===== src/rtl/busrec_pkg.sv =====
package busrec_pkg;

  typedef int unsigned uint_t;

  // Drive state of the two open-drain pins: 1 means pull low.
  typedef struct packed {
    logic scl_low;
    logic sda_low;
  } pin_drive_t;

  // Phases: pre-idle, start, clock low, data release, 2*n dummy phases,
  // clock rise, second start, stop.
  function automatic uint_t step_total(uint_t n_dummy);
    return 2 * n_dummy + 7;
  endfunction

  function automatic logic is_dummy(uint_t idx, uint_t n_dummy);
    return (idx >= 4) && (idx < 4 + 2 * n_dummy);
  endfunction

  function automatic pin_drive_t step_drive(uint_t idx, uint_t n_dummy);
    pin_drive_t d;
    d.scl_low = 1'b0;
    d.sda_low = 1'b0;
    if (idx == 1) begin
      d.sda_low = 1'b1;
    end else if (idx == 2) begin
      d.scl_low = 1'b1;
      d.sda_low = 1'b1;
    end else if (idx == 3) begin
      d.scl_low = 1'b1;
    end else if (is_dummy(idx, n_dummy)) begin
      d.scl_low = ((idx - 4) % 2) == 1;
    end else if (idx == 4 + 2 * n_dummy + 1) begin
      d.sda_low = 1'b1;
    end
    return d;
  endfunction

  // Effective phase limit: never shorter than the input synchronizer depth,
  // so a released line is seen with its true level before a phase may end.
  function automatic uint_t eff_div(uint_t div, uint_t floor_v);
    return (div < floor_v) ? floor_v : div;
  endfunction

  function automatic uint_t phase_cycles(uint_t div, uint_t floor_v);
    return eff_div(div, floor_v) + 1;
  endfunction

endpackage


===== src/rtl/busrec_sync.sv =====
module busrec_sync #(
  parameter int unsigned W      = 2,
  parameter int unsigned STAGES = 2
) (
  input  logic         clk,
  input  logic         rst_n,
  input  logic [W-1:0] d,
  output logic [W-1:0] q
);
  logic [W-1:0] st [STAGES];

  generate
    for (genvar k = 0; k < STAGES; k++) begin : g_stage
      if (k == 0) begin : g_first
        always_ff @(posedge clk or negedge rst_n) begin
          if (!rst_n) st[0] <= '1;
          else        st[0] <= d;
        end
      end else begin : g_next
        always_ff @(posedge clk or negedge rst_n) begin
          if (!rst_n) st[k] <= '1;
          else        st[k] <= st[k-1];
        end
      end
    end
  endgenerate

  assign q = st[STAGES-1];
endmodule


===== src/rtl/busrec_timer.sv =====
module busrec_timer
  import busrec_pkg::*;
#(
  parameter int unsigned DIV_W       = 8,
  parameter int unsigned SYNC_STAGES = 2
) (
  input  logic             clk,
  input  logic             rst_n,
  input  logic             load,
  input  logic [DIV_W-1:0] div_i,
  input  logic             run,
  input  logic             may_end,
  output logic             step_end
);
  logic [DIV_W-1:0] cnt;
  logic [DIV_W-1:0] lim;
  logic             at_lim;

  assign at_lim   = (cnt == lim);
  assign step_end = run && at_lim && may_end;

  always_ff @(posedge clk or negedge rst_n) begin
    if (!rst_n) begin
      cnt <= '0;
      lim <= '0;
    end else if (load) begin
      cnt <= '0;
      lim <= DIV_W'(eff_div(uint_t'(div_i), SYNC_STAGES));
    end else if (run) begin
      if (step_end)     cnt <= '0;
      else if (!at_lim) cnt <= cnt + 1'b1;
    end
  end

  // the phase counter never runs past the latched limit
  a_r7_cnt_bound: assert property (@(posedge clk) disable iff (!rst_n)
    cnt <= lim);
endmodule


===== src/rtl/busrec_seq.sv =====
module busrec_seq
  import busrec_pkg::*;
#(
  parameter int unsigned DUMMY_CLOCKS = 9,
  parameter int unsigned IDX_W        = 5
) (
  input  logic clk,
  input  logic rst_n,
  input  logic req,
  input  logic auto_mode,
  input  logic step_end,
  input  logic scl_hi,
  input  logic sda_hi,
  output logic launch,
  output logic may_end,
  output logic busy,
  output logic done,
  output logic sda_ok,
  output logic bus_ready,
  output logic scl_low,
  output logic sda_low
);
  localparam uint_t LAST = step_total(DUMMY_CLOCKS) - 1;

  logic [IDX_W-1:0] idx;
  logic             auto_pend;
  logic             seq_end;
  logic             in_dummy;
  pin_drive_t       drive;

  assign drive    = step_drive(uint_t'(idx), DUMMY_CLOCKS);
  assign in_dummy = is_dummy(uint_t'(idx), DUMMY_CLOCKS);
  assign launch   = !busy && (auto_pend ? auto_mode : req);
  assign seq_end  = busy && step_end && (idx == IDX_W'(LAST));
  assign may_end  = drive.scl_low || scl_hi;
  assign scl_low  = busy && drive.scl_low;
  assign sda_low  = busy && drive.sda_low;

  always_ff @(posedge clk or negedge rst_n) begin
    if (!rst_n) begin
      busy      <= 1'b0;
      idx       <= '0;
      done      <= 1'b0;
      sda_ok    <= 1'b0;
      auto_pend <= 1'b1;
      bus_ready <= 1'b0;
    end else begin
      done <= 1'b0;
      if (!busy && auto_pend) begin
        auto_pend <= 1'b0;
        if (!auto_mode) bus_ready <= 1'b1;
      end
      if (launch) begin
        busy <= 1'b1;
        idx  <= '0;
      end else if (seq_end) begin
        busy      <= 1'b0;
        idx       <= '0;
        done      <= 1'b1;
        sda_ok    <= sda_hi;
        bus_ready <= 1'b1;
      end else if (busy && step_end) begin
        idx <= idx + 1'b1;
      end
    end
  end

  // data stays released through every dummy clock phase
  a_r3_sda_free_dummy: assert property (@(posedge clk) disable iff (!rst_n)
    (busy && in_dummy) |-> !sda_low);
  // once running, only the final phase end may drop busy
  a_r10_busy_holds: assert property (@(posedge clk) disable iff (!rst_n)
    (busy && !seq_end) |=> busy);
  // a released clock sensed low freezes the phase
  a_r11_stretch_wait: assert property (@(posedge clk) disable iff (!rst_n)
    (busy && !drive.scl_low && !scl_hi) |=> $stable(idx));
  // traffic permission is never withdrawn
  a_r12_ready_sticky: assert property (@(posedge clk) disable iff (!rst_n)
    bus_ready |=> bus_ready);
endmodule


===== src/rtl/busrec_top.sv =====
module busrec_top
  import busrec_pkg::*;
#(
  parameter int unsigned DIV_W        = 8,
  parameter int unsigned SYNC_STAGES  = 2,
  parameter int unsigned DUMMY_CLOCKS = 9
) (
  input  logic             clk,
  input  logic             rst_n,
  input  logic             auto_mode,
  input  logic             req,
  input  logic [DIV_W-1:0] div_i,
  input  logic             scl_in,
  input  logic             sda_in,
  output logic             scl_oe,
  output logic             sda_oe,
  output logic             busy,
  output logic             done,
  output logic             sda_ok,
  output logic             bus_ready
);
  localparam int unsigned IDX_W = $clog2(step_total(DUMMY_CLOCKS));

  logic [1:0] sensed;
  logic       launch_w;
  logic       may_end_w;
  logic       step_end_w;

  busrec_sync #(.W(2), .STAGES(SYNC_STAGES)) u_sync (
    .clk   (clk),
    .rst_n (rst_n),
    .d     ({scl_in, sda_in}),
    .q     (sensed)
  );

  busrec_timer #(.DIV_W(DIV_W), .SYNC_STAGES(SYNC_STAGES)) u_timer (
    .clk      (clk),
    .rst_n    (rst_n),
    .load     (launch_w),
    .div_i    (div_i),
    .run      (busy),
    .may_end  (may_end_w),
    .step_end (step_end_w)
  );

  busrec_seq #(.DUMMY_CLOCKS(DUMMY_CLOCKS), .IDX_W(IDX_W)) u_seq (
    .clk       (clk),
    .rst_n     (rst_n),
    .req       (req),
    .auto_mode (auto_mode),
    .step_end  (step_end_w),
    .scl_hi    (sensed[1]),
    .sda_hi    (sensed[0]),
    .launch    (launch_w),
    .may_end   (may_end_w),
    .busy      (busy),
    .done      (done),
    .sda_ok    (sda_ok),
    .bus_ready (bus_ready),
    .scl_low   (scl_oe),
    .sda_low   (sda_oe)
  );

  // the two pin drives never move together
  a_r6_one_pin_moves: assert property (@(posedge clk) disable iff (!rst_n)
    !$stable(scl_oe) |-> $stable(sda_oe));
  // idle bus is fully released
  a_r1_idle_release: assert property (@(posedge clk) disable iff (!rst_n)
    !busy |-> (!scl_oe && !sda_oe));
  // done is a single-cycle pulse
  a_r8_done_single: assert property (@(posedge clk) disable iff (!rst_n)
    done |=> !done);
  // done marks the first idle cycle after a run
  a_r8_done_after_busy: assert property (@(posedge clk) disable iff (!rst_n)
    done |-> (!busy && $past(busy)));
endmodule


===== config.mk =====
export PLATFORM = sky130hd
export DESIGN_NAME = busrec_top
export DESIGN_NICKNAME = d
export VERILOG_FILES = /design/src/rtl/busrec_pkg.sv /design/src/rtl/busrec_sync.sv /design/src/rtl/busrec_timer.sv /design/src/rtl/busrec_seq.sv /design/src/rtl/busrec_top.sv
export SDC_FILE = /design/constraint.sdc
export NUM_CORES = 1
export LEC_CHECK = 0
export ABC_AREA = 1
export BUFFER_PORTS_ARGS = -buffer_cell sky130_fd_sc_hd__buf_2
export CAP_MARGIN = 20
export CORE_MARGIN = 1
export CORE_UTILIZATION = 51
export CTS_CLUSTER_DIAMETER = 50
export DETAILED_ROUTE_END_ITERATION = 7
export MAX_ROUTING_LAYER = met4
export PLACE_DENSITY = 0.74
export SYNTH_ARGS = -nofsm -noshare
export SYNTH_HDL_FRONTEND = slang
export SYNTH_SLANG_ARGS = --single-unit

===== constraint.sdc =====
create_clock -name clk -period 1.4 [get_ports clk]
set_input_delay 0.07 -clock clk [delete_from_list [all_inputs] [get_ports clk]]
set_output_delay 0.07 -clock clk [all_outputs]
set_load 0.02 [all_outputs]

# == Word-level counts from Yosys, hierarchy flattened ==
# Index checks and enable logic that the tools add are counted.
# totals
regBits,30
latch_bits,0
ram_bits,0
mem_bits_ro,0
input_bits,14
output_inout_bits,6
wordCells,65
memories,0
# classes
n_addsub,3
mul,0
div,0
order_cmp,3
eq_ne,7
n_shift,0
mux,25
bitwise,1
n_reduce_logical,16
# ops
op,count
8-bit two-way mux,5
1-bit two-way mux,16
5-bit two-way mux,3
5-bit by 2-bit equality test with 1-bit output (second input constant),2
5-bit equality test (second input constant),2
1-bit logical AND,9
8-bit by 1-bit adder with 8-bit output (second input constant),1
8-bit equality test,1
8-bit by 2-bit less-than comparator with 1-bit output (second input constant),1
5-bit by 1-bit adder with 5-bit output (second input constant),1
5-bit by 1-bit equality test with 1-bit output (second input constant),1
5-bit by 3-bit >= comparator with 1-bit output (second input constant),1
5-bit less-than comparator (second input constant),1
2-bit AND reduction,2
2-bit nonzero test,2
3-bit by 2-bit != test with 1-bit output (second input constant),1
3-bit nonzero test,1
2-bit two-way mux,1
1-bit logical NOT,1
1-bit logical OR,1
1-bit NOT,1
1-bit subtractor (second input constant),1

# == Logic depth before layout (Yosys ltp) ==
# Gate-level depths: netlist (run 1).
# depth
depth_word,12
depth_mapped,13
depth_no_buf,12

# == Cells and area by module ==
# From an unflattened synthesis (run 1), not the netlist that was laid out.
# hier_totals
cells_unflattened,202
area_unflattened_um2,1670.4
# by_module_without_submodules
mod,instances,cells_each,area_each_um2,seq_area_each_um2
busrec_timer,1,119,935.9,400.4
busrec_seq,1,77,614.3,251.5
busrec_sync,1,6,120.1,105.1

# == Least setup slack after synthesis (run 1) ==
# OpenSTA, ideal clock, no wires.
# synth_timing
path_type,reg-to-reg
from,register u_seq.idx[0]
to,register u_timer.cnt[7]
setup_ps,65
arrival_ps,1437
t_required_ps,1335
path_slack_ps,-102
stages_incl_launch_ff,13
n_path_buf,1
period_less_slack_ps,1502
path_cell_list,dfrtp_1 > inv_1 > ha_1 > o21ai_2 > nand2_1 > nand2_1 > nand2_2 > nand2_4 > nand2_2 > buf_6 > nor2_1 > nand2_1 > nand2_1
# synth_between
elab_chain_cells,11
word_cells_on_any_way,18
classes_between,add/sub: 1; order compare: 2; eq/ne: 4; mux: 7; reduce/logical: 4
# synth_lines
element,line_no,text
from (decl),busrec_seq.sv:25,logic [IDX_W-1:0] idx;
from (signal assigned),busrec_seq.sv:63,idx <= idx + 1'b1;
5-bit by 3-bit >= comparator with 1-bit output or 5-bit less-than comparator (tied branches),busrec_pkg.sv:18,return (idx >= 4) && (idx < 4 + 2 * n_dummy);
1-bit logical AND,--,
1-bit two-way mux,busrec_pkg.sv:32,"end else if (is_dummy(idx, n_dummy)) begin"
1-bit two-way mux,busrec_pkg.sv:30,end else if (idx == 3) begin
2-bit two-way mux,busrec_pkg.sv:27,end else if (idx == 2) begin
1-bit two-way mux *,busrec_pkg.sv:25,if (idx == 1) begin
1-bit logical OR *,busrec_seq.sv:35,assign may_end = drive.scl_low || scl_hi;
1-bit logical AND *,busrec_timer.sv:20,assign step_end = run && at_lim && may_end;
8-bit two-way mux,busrec_timer.sv:30,if (step_end) cnt <= '0;
8-bit two-way mux,busrec_timer.sv:29,end else if (run) begin
8-bit two-way mux,busrec_timer.sv:26,end else if (load) begin
to (signal assigned),busrec_timer.sv:31,else if (!at_lim) cnt <= cnt + 1'b1;
to (decl),busrec_timer.sv:15,logic [DIV_W-1:0] cnt;
# Mark *: on every way between the ends. The rest lies on a longest branch, timed or not. The select of a mux whose other input is x is not followed.
# A chain may end at the register's enable or synchronous reset.

# == Final worst setup path (run 1) ==
# layout_timing
from,register u_timer.lim[6]
to,register u_timer.cnt[5]
# layout_between
elab_chain_cells,6
word_cells_on_any_way,8
classes_between,eq/ne: 2; mux: 3; reduce/logical: 3
# layout_lines
element,line_no,text
from (decl),busrec_timer.sv:16,logic [DIV_W-1:0] lim;
from (signal assigned),busrec_timer.sv:28,"lim <= DIV_W'(eff_div(uint_t'(div_i), SYNC_STAGES));"
8-bit equality test *,busrec_timer.sv:19,assign at_lim = (cnt == lim);
1-bit logical AND (2 in series),busrec_timer.sv:20,
8-bit two-way mux,busrec_timer.sv:30,
8-bit two-way mux,busrec_timer.sv:29,
8-bit two-way mux,busrec_timer.sv:26,
# Marked as above.

==> metrics, run 1 <==
Slew @ Worst Pin 657 ps; crit path to u_timer.cnt[5]; Tot GR Track Use 0.261; Die Wd 58.6 um; die height 58.6 um; post-synthesis simple-gate area fraction 0.293; Mapped Avg Cell Area 8.14 um^2; total power 3.37 mW; Comb power frac 0.437; post-synthesis mux area share 0; Clock transition at path regs 100 ps; Routed WL per cell 13.0 um; main combinational cell family by area after synthesis simple AND/OR/NAND/NOR gates; Cell Area, Synth 1640 um^2; Final period util 1.23; pre-CTS WS -235 ps; Tmin final 1730 ps; Skew-Pair Late Insertion Delay 330 ps; Sw Share 0.359; placed cell count 294; Leak 1.21 nW; Vias/cell 4.83; relative slew slack 0.562; r2r worst-path depth 9; routed vias 1555; pin count of the biggest net entering global routing 31; fmax 0.579 GHz; WL final 4190 um; final number of max-transition violations 0; Antenna Cells 0; H-tree depth 2; Cell Rows 20; DP HPWL 2610 um; core box area 3050 um^2; Starting DRT DRC Count 48; Clock Skews 10.1 ps; routability cong. 0.854; IO Count 20; worst setup path start u_timer.lim[6]; number of global-route vias before repair 1532; Synth Area in Compound Gates 0.0665; Worst setup SP type register; r2r setup slk -330 ps; initial core utilization 0.536; FF+latch count, synth 30; CTS sink cnt 30; P&R area growth vs syn 49.2%; sequential power share 0.357; Port Buffer Count 19; maxcap violations 0; CP max FO 6; CP endpoint kind register; CP arrival 2000 ps; layout cell share with drive strength beyond 1 0.442; worst hold path type in2reg; die area 3440 um^2; worst r2r dst u_timer.cnt[5]; sequential area share after synthesis 0.463; Synth cell types 25; CTS tree done; CTS Buf Count 5; syn nets 220; Residual DRC 0; first-pass GRT wire length 6400 um; Final #Nets 296; synth warn 0; RSZ-0062 raised after global routing true; Req. time, crit path 1670 ps; Critical R2R Launch u_timer.lim[6]; CTS root buffer clkbuf_4; clock share of power 0.206; Worst Setup Slack, final -326 ps; Synth Area in XOR/XNOR 0.0642; power density over the cells 1380 nW/um^2; failing checks negative setup slack; Max VDD drop 0.00102 V; internal power 2.16 mW; status finished with violations; Clock Path Buffers 2; Syn Inst Count 201; post-synthesis adder-cell area fraction 0.0382; initial antenna violation count 0; P_sw 1.21 mW; final setup vio count 19; type of the worst setup path reg2reg; Non-Filler Instances 322; Final ANT Viol Nets 0; drt pass-1 iters 4; total congestion overflow 0; Final Hold Viols 0
==> sequential cells by signal, indices dropped and copies added (netlist names) <==
register,flops
u_seq.bus_ready,1
u_sync.st,2
u_timer.lim,8
u_seq.busy,1
u_seq.idx,5
u_seq.sda_ok,1
u_seq.auto_pend,1
u_seq.done,1
u_sync.q,2
u_timer.cnt,8
==> worst max-delay path, cell delays in order (launching register included) <==
cell and delay [ps]:
dfrtp_1 410, xnor2_1 240, nand2_1 130, nor2_2 120, nand2_2 100, nor2_4 130, nand2_4 110, a21oi_4 240
nand2_1 90, nand2_1 80
==> per-layer routing <==
layer | wire length (um) | track usage | vias to the layer above
met3 | 138 | 0.0527 | 8
li1 | - | - | 780
met1 | 1760 | 0.312 | 733
met4 | 54 | 0.0816 | 0
met5 | 0 | - | -
met2 | 2240 | 0.447 | 34
==> synthesized netlist by cell type <==
cell / number / area, um^2
o21ai_2: 1 / 8.76
dfstp_2: 5 / 131
inv_1: 23 / 86.3
ha_1: 5 / 62.6
nand2_4: 1 / 11.3
nand2_1: 64 / 240
nand3_1: 8 / 40.0
inv_2: 3 / 11.3
xor2_1: 4 / 35.0
nand3_2: 1 / 10.0
nor2_4: 1 / 11.3
nand2_2: 4 / 25.0
nand3b_1: 2 / 15.0
xnor2_1: 8 / 70.1
o22ai_1: 3 / 18.8
a21oi_1: 2 / 10.0
buf_6: 1 / 11.3
nor4_1: 1 / 6.26
nand4_1: 5 / 31.3
buf_2: 3 / 15.0
nor2_2: 7 / 43.8
dfrtp_1: 25 / 626
nor2_1: 12 / 45.0
a21oi_4: 1 / 16.3
o21ai_0: 11 / 55.1
==> power by group through the flow <==
stage / logic (mW) / registers (mW) / clock network, mW
2_1_floorplan: 0.735 / 1.19 / 0
3_3_place_gp: 1.17 / 1.20 / 0
3_5_place_dp: 1.21 / 1.21 / 0
4_1_cts: 1.34 / 1.19 / 0.702
5_1_grt: 1.62 / 1.22 / 0.739
6_report: 1.47 / 1.20 / 0.696
==> worst min path at each step <==
| stage | startpoint | endpoint | slack (ps) | cells after the start |
|---|---|---|---|---|
| after floorplan | rst_n | u_seq.bus_ready | -230 | 0 |
| after global placement | rst_n | u_seq.idx[3] | 140 | 1 |
| after detailed placement | rst_n | u_seq.idx[4] | 140 | 1 |
| after CTS | div_i[7] | u_timer.lim[7] | 10 | 3 |
| after global routing | div_i[4] | u_timer.lim[4] | 10 | 3 |
| final | div_i[6] | u_timer.lim[6] | 20 | 3 |
==> per-stage QoR <==
step	TNS, ps	instance area, um^2	hold slack (ps)	util
floorplan	-809	1660	-226	-
global placement	-2030	2030	142	0.664
detailed placement	-2980	2030	140	0.664
CTS	-3100	2320	12.8	0.759
global route	-5750	2440	13.9	0.800
finish	-4710	2440	15.3	0.800
==> cells in the final DEF (no fill, tap or decap), drive strengths merged <==
master	Yosys	final
nand3	9	9
dfrtp	25	25
clkinvlp	0	2
ha	5	5
nand2	69	69
dlygate4sd3	0	8
bufinv	0	1
nor2	20	20
nand4	5	5
nand3b	2	2
nor4	1	1
xor2	4	4
a21oi	3	3
buf	4	65
clkbuf	0	5
xnor2	8	8
inv	26	26
o22ai	3	3
dfstp	5	5
o21ai	12	12
==> area by class of cell <==
| class | instances | area (um^2) |
|---|---|---|
| clock buffer | 5 | 37.5 |
| timing repair buffer | 73 | 552 |
| multi-input combinational | 141 | 888 |
| tap | 44 | 55.1 |
| sequential | 30 | 758 |
| fill | 206 | 612 |
| clock inverter | 3 | 45.0 |
| inverter | 26 | 105 |
==> kinds of logic (layout without fill, tap and decap cells) <==
kind of cell,count (synthesis),count (layout)
AOI/OAI and AO/OA,18,18
xor gates and xnor gates,12,12
adders and majority gates,5,5
buffers and inverters,30,107
DFF,30,30
and+or+nand+nor,106,106
==> repair_timing <==
action,in CTS,in global routing
pin swaps,10,9
hold buffers,8,0
gates resized for setup,23,26
setup buffers,7,5
setup endpoints to repair,24,24
hold endpoints to repair,32,0
Power figures use the tool's default switching activity.
==> inputs of run 2 (changes only) <==
--- a/config.mk
+++ b/config.mk
@@ -8,12 +8,15 @@
 export ABC_AREA = 1
 export BUFFER_PORTS_ARGS = -buffer_cell sky130_fd_sc_hd__buf_2
 export CAP_MARGIN = 20
+export CELL_PAD_IN_SITES_DETAIL_PLACEMENT = 0
+export CELL_PAD_IN_SITES_GLOBAL_PLACEMENT = 1
 export CORE_MARGIN = 1
-export CORE_UTILIZATION = 51
+export CORE_UTILIZATION = 38
 export CTS_CLUSTER_DIAMETER = 50
 export DETAILED_ROUTE_END_ITERATION = 7
 export MAX_ROUTING_LAYER = met4
-export PLACE_DENSITY = 0.74
+export PLACE_DENSITY_LB_ADDON = 0.1
+export SETUP_SLACK_MARGIN = 0.02
 export SYNTH_ARGS = -nofsm -noshare
 export SYNTH_HDL_FRONTEND = slang
 export SYNTH_SLANG_ARGS = --single-unit
==> run 2 against run 1 <==
Against the previous run:
- critical endpoint is now sda_oe
- setup slack better by 140 ps
- clock skew decreased by 4.6 ps
- power rose by 3.3%
- highest routed layer unchanged
- the run still ends with negative setup slack left
- largest cell class unchanged
==> metrics, run 2 (synthesis gave the netlist of run 1 again) <==
status finished with violations (unchanged); failing checks negative setup slack (unchanged); CP endpoint kind output pin (was register); met2 usage 0.311 (was 0.447); final setup vio count 25 (was 19); layout cell share with drive strength beyond 1 0.451 (was 0.442); power density over the cells 1440 nW/um^2 (was 1380 nW/um^2); Final period util 1.13 (was 1.23); Residual DRC 0 (unchanged); Req. time, crit path 1330 ps (was 1670 ps); Cell Rows 23 (was 20); RSZ-0062 raised after global routing true (unchanged); initial antenna violation count 0 (unchanged); worst hold path type in2reg (unchanged); CP arrival 1510 ps (was 2000 ps); Skew-Pair Late Insertion Delay 280 ps (was 330 ps); Max VDD drop 0.000747 V (was 0.00102 V); Vias/cell 4.56 (was 4.83); Clock Skews 5.50 ps (was 10.1 ps); core box area 4060 um^2 (was 3050 um^2); pre-CTS WS -215 ps (was -235 ps); Worst setup SP type register (unchanged); CTS sink cnt 30 (unchanged); biggest regs u_timer.cnt: 8 flops, u_timer.lim: 8 flops, u_seq.idx: 5 flops (unchanged); gr busiest metal met2 (unchanged); pin count of the biggest net entering global routing 31 (unchanged); die area 4570 um^2 (was 3440 um^2); maxcap violations 0 (unchanged); Final Hold Viols 0 (unchanged); Clock transition at path regs 70 ps (was 100 ps); Non-Filler Instances 323 (was 322); r2r setup slk -170 ps (was -330 ps); final number of max-transition violations 0 (unchanged); routed vias 1473 (was 1555); r2r worst-path depth 9 (unchanged); Antenna Cells 0 (unchanged); WL final 3780 um (was 4190 um); Final ANT Viol Nets 0 (unchanged); routability cong. 0.831 (was 0.854); first-pass GRT wire length 6200 um (was 6400 um); DP HPWL 2710 um (was 2610 um); Port Buffer Count 19 (unchanged); IO Count 20 (unchanged); Tmin final 1580 ps (was 1730 ps); worst setup path start u_seq.idx[1] (was u_timer.lim[6]); H-tree depth 2 (unchanged); number of global-route vias before repair 1367 (was 1532); worst r2r dst u_seq.idx[3] (was u_timer.cnt[5]); Leak 1.21 nW (about the same); Critical R2R Launch u_seq.idx[1] (was u_timer.lim[6]); relative slew slack 0.534 (was 0.562); placed cell count 303 (was 294); type of the worst setup path reg2out (was reg2reg); crit path to sda_oe (was u_timer.cnt[5]); Clock Path Buffers 2 (unchanged); P&R area growth vs syn 47.6% (was 49.2%); Routed WL per cell 11.7 um (was 13.0 um); total congestion overflow 0 (unchanged); worst hold stages 3 (unchanged); Die Wd 67.6 um (was 58.6 um); Final #Nets 291 (was 296); Core Util, Final 0.595 (was 0.800); Worst Setup Slack, final -182 ps (was -326 ps); met3 Use GR 0.0507 (was 0.0527); drt pass-1 iters 4 (unchanged); commonest non-fill, non-tap cell in the layout nand2_1 (unchanged); Slew @ Worst Pin 700 ps (was 657 ps); initial core utilization 0.403 (was 0.536); Starting DRT DRC Count 55 (was 48); CTS root buffer clkbuf_8 (was clkbuf_4); die height 67.6 um (was 58.6 um); CTS Buf Count 5 (unchanged); most frequent cells in the layout nand2_1 (58), buf_4 (42), dfrtp_1 (23), inv_1 (19), buf_2 (17) (was nand2_1 (60), buf_4 (41), dfrtp_1 (24), buf_2 (17), inv_1 (14)); CP max FO 4 (was 6); fmax 0.632 GHz (was 0.579 GHz); hold path start div_i[3] (was div_i[6]); Tot GR Track Use 0.198 (was 0.261); met1 Use GR 0.240 (was 0.312); CTS tree done (unchanged)
run 2: cell count changes in the layout (fill, tap and decap cells not counted), moves of 3 or more:
cell,change
o21ai_2,+3
clkbuf_8,+5
inv_2,-3
nand2_4,+3
inv_4,-3
dlygate4sd3_1,-5
clkbuf_4,-5
inv_1,+5
o21ai_0,-3
run 2: per-stage QoR:
step	instance area [um^2]	TNS (ps)	power [mW]	hold WS (ps)
6_report	2420	-2770	3.49	3.20
4_1_cts	2340	-2470	3.43	5.68
3_5_place_dp	2060	-2740	2.41	164
2_1_floorplan	1660	-809	1.92	-226
3_3_place_gp	2060	-2070	2.39	154
5_1_grt	2420	-5270	3.72	0.780
run 2: cell type report:
class	instances	area, um^2
fillers	371	1640
multi-input cells	142	892
flip-flops and latches	30	759
clock inverters	3	45.0
clock buffers	5	68.8
well taps	50	62.6
repair buffers	67	487
inverters	26	101
run 2: how the worst min path moves through the flow:
stage	end
6_report	u_timer.lim[3]
5_1_grt	u_timer.lim[3]
4_1_cts	u_timer.lim[3]
3_5_place_dp	u_seq.idx[4]
3_3_place_gp	u_seq.idx[1]
2_1_floorplan	u_seq.bus_ready
run 2: timing repair:
item                                   CTS  global route
cloned                                   1             0
setup endpoints to repair               19            24
pin swaps                                8             7
setup buffers                            5             3
hold buffers                             3             0
resized for setup                       30            16
endpoints found under the hold margin   27             0
run 2: report_power, final:
group	total, mW	switching [mW]	internal (mW)
clock network	0.889	0.360	0.529
logic	1.39	0.665	0.730
registers	1.20	0.153	1.05
total	3.49	1.18	2.31
run 2: critical path, stage by stage (launching register included):
cell	delay [ps]
dfrtp_2	410
ha_2	220
buf_6	110
nand2_4	40
inv_2	50
nand4_1	100
a21oi_2	170
buf_6	130
run 2: routing by layer:
| layer | up-vias | wire [um] |
|---|---|---|
| met5 | - | 0 |
| met3 | 6 | 173 |
| met1 | 671 | 1780 |
| li1 | 769 | - |
| met4 | 0 | 64 |
| met2 | 27 | 1760 |
